### config.mk
export PLATFORM = sky130hd
export DESIGN_NAME = hs_seq_elem
export DESIGN_NICKNAME = d
export VERILOG_FILES = /design/src/rtl/hsq_pkg.sv /design/src/rtl/hsq_sync.sv /design/src/rtl/hsq_core.sv /design/src/rtl/hsq_monitor.sv /design/src/rtl/hs_seq_elem.sv
export SDC_FILE = /design/constraint.sdc
export NUM_CORES = 1
export LEC_CHECK = 0
export ABC_AREA = 0
export BUFFER_PORTS_ARGS = -buffer_cell sky130_fd_sc_hd__buf_2
export CAP_MARGIN = 25
export CORE_AREA = 2 2 39 41
export CTS_CLUSTER_SIZE = 8
export DETAILED_ROUTE_END_ITERATION = 8
export DIE_AREA = 0 0 41 43
export MAX_ROUTING_LAYER = met4
export PLACE_DENSITY = 0.51
export SETUP_SLACK_MARGIN = 0.5
export SKIP_CTS_REPAIR_TIMING = 1
export SYNTH_ARGS = -nofsm -noshare
export SYNTH_HDL_FRONTEND = slang
export SYNTH_SLANG_ARGS = --single-unit
### constraint.sdc
create_clock -name clk -period 0.9 [get_ports clk]
set_input_delay 0.045 -clock clk [delete_from_list [all_inputs] [get_ports clk]]
set_output_delay 0.045 -clock clk [all_outputs]
set_load 0.01 [all_outputs]
### src/rtl/hsq_pkg.sv
// Shared types and constants for the nested handshake sequencer.
package hsq_pkg;

    // Default synchronizer depth for asynchronous handshake inputs.
    localparam int unsigned HSQ_SYNC_DEFAULT = 2;

    // Registered control state of the sequencer core.
    typedef struct packed {
        logic right_req;   // downstream request
        logic left_ack;    // upstream acknowledge
        logic phase;       // set once downstream acknowledge has been seen
    } hsq_state_t;

    localparam hsq_state_t HSQ_IDLE = '{right_req: 1'b0, left_ack: 1'b0, phase: 1'b0};

endpackage

### src/rtl/hsq_sync.sv
// Multi-flop synchronizer for one asynchronous level.
// Assumes: STAGES >= 1; input is a slowly changing handshake level.
module hsq_sync #(
    parameter int unsigned STAGES = 2
) (
    input  logic clk,
    input  logic rst_n,
    input  logic d_async,
    output logic q_sync
);
    localparam int unsigned LAST = STAGES - 1;

    logic [LAST:0] chain;

    // First stage samples the asynchronous input.
    always_ff @(posedge clk) begin
        if (!rst_n) chain[0] <= 1'b0;
        else        chain[0] <= d_async;
    end

    // Remaining stages shift the level along the chain.
    generate
        for (genvar g = 1; g < STAGES; g++) begin : g_stage
            always_ff @(posedge clk) begin
                if (!rst_n) chain[g] <= 1'b0;
                else        chain[g] <= chain[g-1];
            end
        end
    endgenerate

    assign q_sync = chain[LAST];
endmodule

### src/rtl/hsq_core.sv
// Sequencing core: nests one downstream four-phase exchange inside each
// upstream handshake, using a phase bit to tell request-up from request-down.
// Assumes: inputs are already synchronized to clk.
module hsq_core
    import hsq_pkg::*;
(
    input  logic       clk,
    input  logic       rst_n,
    input  logic       lreq_s,
    input  logic       rack_s,
    output hsq_state_t st
);
    hsq_state_t st_nxt;

    // Next-state equations for the three state bits.
    always_comb begin
        // Phase: set by downstream acknowledge, cleared by upstream withdrawal.
        st_nxt.phase     = lreq_s && (st.phase || rack_s);
        // Downstream request: up while requested and phase still clear.
        st_nxt.right_req = lreq_s && !st.phase;
        // Upstream acknowledge: up once phase set and downstream back to zero.
        st_nxt.left_ack  = st.phase && !rack_s;
    end

    // State register with synchronous reset to idle.
    always_ff @(posedge clk) begin
        if (!rst_n) st <= HSQ_IDLE;
        else        st <= st_nxt;
    end
endmodule

### src/rtl/hsq_monitor.sv
// Handshake violation monitor with a sticky error flag.
// Assumes: inputs are synchronized; outputs are the registered core outputs.
module hsq_monitor (
    input  logic clk,
    input  logic rst_n,
    input  logic lreq_s,
    input  logic rack_s,
    input  logic right_req,
    input  logic left_ack,
    output logic err
);
    logic lreq_q;
    logic rack_q;
    logic rack_rise;
    logic lreq_fall;

    // Previous synchronized levels for edge detection.
    always_ff @(posedge clk) begin
        if (!rst_n) begin
            lreq_q <= 1'b0;
            rack_q <= 1'b0;
        end else begin
            lreq_q <= lreq_s;
            rack_q <= rack_s;
        end
    end

    // Edge detection on the synchronized inputs.
    always_comb begin
        rack_rise = rack_s && !rack_q;
        lreq_fall = !lreq_s && lreq_q;
    end

    // Sticky flag: unrequested acknowledge or early upstream withdrawal.
    always_ff @(posedge clk) begin
        if (!rst_n) err <= 1'b0;
        else        err <= err || (rack_rise && !right_req) || (lreq_fall && !left_ack);
    end
endmodule

### src/rtl/hs_seq_elem.sv
// Top of the nested four-phase handshake sequencer.
// Assumes: both environments keep to return-to-zero signalling; violations
// are only flagged, never corrected.
module hs_seq_elem
    import hsq_pkg::*;
#(
    parameter int unsigned SYNC_STAGES = HSQ_SYNC_DEFAULT
) (
    input  logic clk,
    input  logic rst_n,
    input  logic left_req,
    output logic left_ack,
    output logic right_req,
    input  logic right_ack,
    output logic proto_err
);
    logic       lreq_s;
    logic       rack_s;
    logic       phase;
    hsq_state_t st;

    hsq_sync #(.STAGES(SYNC_STAGES)) i_sync_lreq (
        .clk(clk), .rst_n(rst_n), .d_async(left_req), .q_sync(lreq_s)
    );

    hsq_sync #(.STAGES(SYNC_STAGES)) i_sync_rack (
        .clk(clk), .rst_n(rst_n), .d_async(right_ack), .q_sync(rack_s)
    );

    hsq_core i_core (
        .clk(clk), .rst_n(rst_n), .lreq_s(lreq_s), .rack_s(rack_s), .st(st)
    );

    hsq_monitor i_mon (
        .clk(clk), .rst_n(rst_n), .lreq_s(lreq_s), .rack_s(rack_s),
        .right_req(st.right_req), .left_ack(st.left_ack), .err(proto_err)
    );

    // Expose core state on the ports.
    assign right_req = st.right_req;
    assign left_ack  = st.left_ack;
    assign phase     = st.phase;
endmodule

==> impl_metrics.csv <==
group,metric,value,unit
clocking,numCtsBuffers,3,
logic_synthesis,synth.distinct_cells,9,
run_status,violations,"negative hold slack",
min_path,hp-class,"input pin to flop",
detailed_routing,wl,431,um
worst_setup_path,r2r-end,"i_mon.err",
sta,fin_skew,0.524,ps
floorplan,core,0.00138,mm2
floorplan,start_util,0.206,
sta,fin_tns_setup,0,ps
logic_synthesis,synth_area,285,um2
clocking,clk_latency,250,ps
grt,antenna_found_initial,0,
logic_synthesis,synth_edf_count,0,
sta,hold_viol,2,
place,gp_congestion,0.606,
worst_setup_path,worst_ep_required_time,1050,ps
min_path,min_from,"right_ack",
grt,grt_overflow,0,
logic_synthesis,netlist_top_cells_count,"dfxtp_1 (10), and2_1 (4), nor2_1 (3)",
flow_run,maxCapViolCount,0,
min_path,hold_depth,2,
logic_synthesis,synth_cells,24,
sta,maxSlewViolCount,0,
worst_setup_path,r2r_start,"i_mon.lreq_q",
power_and_ir_drop,peakVddDrop,0.778,mV
clocking,clk_pin_slew,60,ps
logic_synthesis,avgSynthCellArea,11.9,um2
logic_synthesis,yosysMostFrequentCell,"dfxtp_1",
floorplan,fp-row-count,14,
worst_setup_path,criticalPathCategory,"flop to flop",
detailed_routing,wl_per_cell,8.62,um
worst_setup_path,r2r_slack,120,ps
clocking,clock-sinks,10,
worst_setup_path,crit_chain,"nor3b_1 -> o31a_1",
grt,grt_max_degree,9,
grt,grtUsageTotal,0.0712,
floorplan,die_w,41,um
power_and_ir_drop,cellLeakagePower,0.183,nW
logic_synthesis,yosys.area.top_type,"dfxtp_1",
detailed_routing,drc,0,
detailed_routing,ant_nets,0,
worst_setup_path,cp_slowest_cell,"dfxtp_1",
sta,whs,-5.61,ps
logic_synthesis,ys_async_sr_fraction,0,
min_path,worstHoldEndpoint,"i_sync_rack.chain[0]",
clocking,htree_levels,1,
logic_synthesis,synth_top_area_share,0.702,
clocking,tritoncts,"built",
logic_synthesis,synth_nets,28,
finish,layout-drive-gt1-share,0.559,
detailed_routing,via_count,185,
sta,setup-violations-final,0,
grt,first_global_vias,193,
worst_setup_path,cp-end-kind,"flop",
sta,min_period,785,ps
logic_synthesis,yosysSeqAreaShare,0.702,
logic_synthesis,synth_area_leaders,"dfxtp_1 (70%), and2_1 (8.8%), nor3b_1 (5.3%), nor2_1 (3.9%), and3b_2 (3.5%)",
logic_synthesis,yosys_warnings,0,
floorplan,dieArea,0.00176,mm2
place,port_buffers,6,
sta,rsz0062_at_grt,"true",
detailed_routing,first_pass_iters,1,
worst_setup_path,cp.arrival,930,ps
clocking,cts-root-buf,"clkbuf_4",
finish,finish.net_count,39,
run_status,status,"complete, but fails checks",
logic_synthesis,ys.flop_type,"dfxtp_1",
detailed_routing,drt-initial-drc-count,0,
logic_synthesis,synth-seq-cells,10,
detailed_routing,vias_per_cell,3.70,
sta,worstMarginPinSlew,187,ps
worst_setup_path,r2r_cells,2,
grt,grt_pass1_wl,731,um
power_and_ir_drop,powerDensity,2210,mW/mm2
finish,n_antenna_cell,0,
floorplan,die_h,43,um
sta,max_freq,1270,MHz
sta,relSlewSlack,0.875,
clocking,clockBufferDepth,2,
floorplan,io_pins,7,
finish,area_growth,39.9,%
sta,fin_crit_sh,0.872,
worst_setup_path,startpoint_type,"flop",
worst_setup_path,worst_path_largest_cell_delay,290,ps
worst_setup_path,cp_max_fo,1,
-- kinds of logic after synthesis --
family	share of synthesized area
and+or+nand+nor	0.254
DFF	0.702
AOI/OAI and AO/OA	0.0307
buffers and inverters	0.0131
-- report_power, final --
group,internal (mW),total (mW),switching (mW)
logic,0.0195,0.0348,0.0153
registers,0.459,0.466,0.00682
clock network,0.245,0.382,0.137
total,0.723,0.883,0.159
-- final cells by class --
| cell class | count | area, um2 |
|---|---|---|
| Fill cell | 155 | 985 |
| Sequential cell | 10 | 205 |
| Multi-Input combinational cell | 13 | 91.3 |
| Timing Repair Buffer | 6 | 42.5 |
| Clock buffer | 4 | 36.3 |
| Tap cell | 16 | 20.0 |
| Inverter | 1 | 3.75 |
-- metal layers --
metal | routed length [um] | part of all wire | vias up | track usage
li1 | - | - | 96 | -
met1 | 157 | 0.36 | 80 | 0.0714
met2 | 228 | 0.53 | 7 | 0.0906
met3 | 37 | 0.086 | 2 | 0.0314
met4 | 7 | 0.016 | 0 | 0.0800
met5 | 0 | 0 | - | -
-- critical path, delay by kind of cell (launching register included) --
family	cells	cell delay [ps]
flops	1	290
simple gates	1	130
compound gates	1	260
-- cells in the final DEF (no fill, tap or decap), types with 2 or more instances in the layout --
cell type,instances
buf_2,4
dfxtp_1,6
buf_6,2
and2_1,4
dfxtp_2,4
clkbuf_4,3
nor2_1,2
nor3b_1,2
-- worst max path at each step --
stage                       startpoint         to  slack [ps]  depth (start not counted)
floorplan                 i_mon.lreq_q  i_mon.err         140                          2
global placement          i_mon.lreq_q  i_mon.err         120                          2
detailed placement        i_mon.lreq_q  i_mon.err         120                          2
CTS                 i_sync_rack.q_sync  i_mon.err         110                          2
global route        i_sync_rack.q_sync  i_mon.err          80                          2
finish                    i_mon.lreq_q  i_mon.err         120                          2
-- through the flow --
stage	cells	util	power, mW	area (um2)	setup slack (ps)
after floorplan	24	-	0.490	292	138
after global placement	46	0.247	0.505	342	124
after CTS	50	0.273	0.899	378	107
after global routing	50	0.288	0.928	399	75.5
after detailed placement	46	0.247	0.507	342	116
final	50	0.288	0.883	399	115
-- registers in the layout, summed over array words and instances, names as in the netlist --
register            cells
i_core.st               3
i_mon.err               1
i_mon.lreq_q            1
i_mon.rack_q            1
i_sync_lreq.chain       1
i_sync_lreq.q_sync      1
i_sync_rack.chain       1
i_sync_rack.q_sync      1
Power figures use the tool's default switching activity.
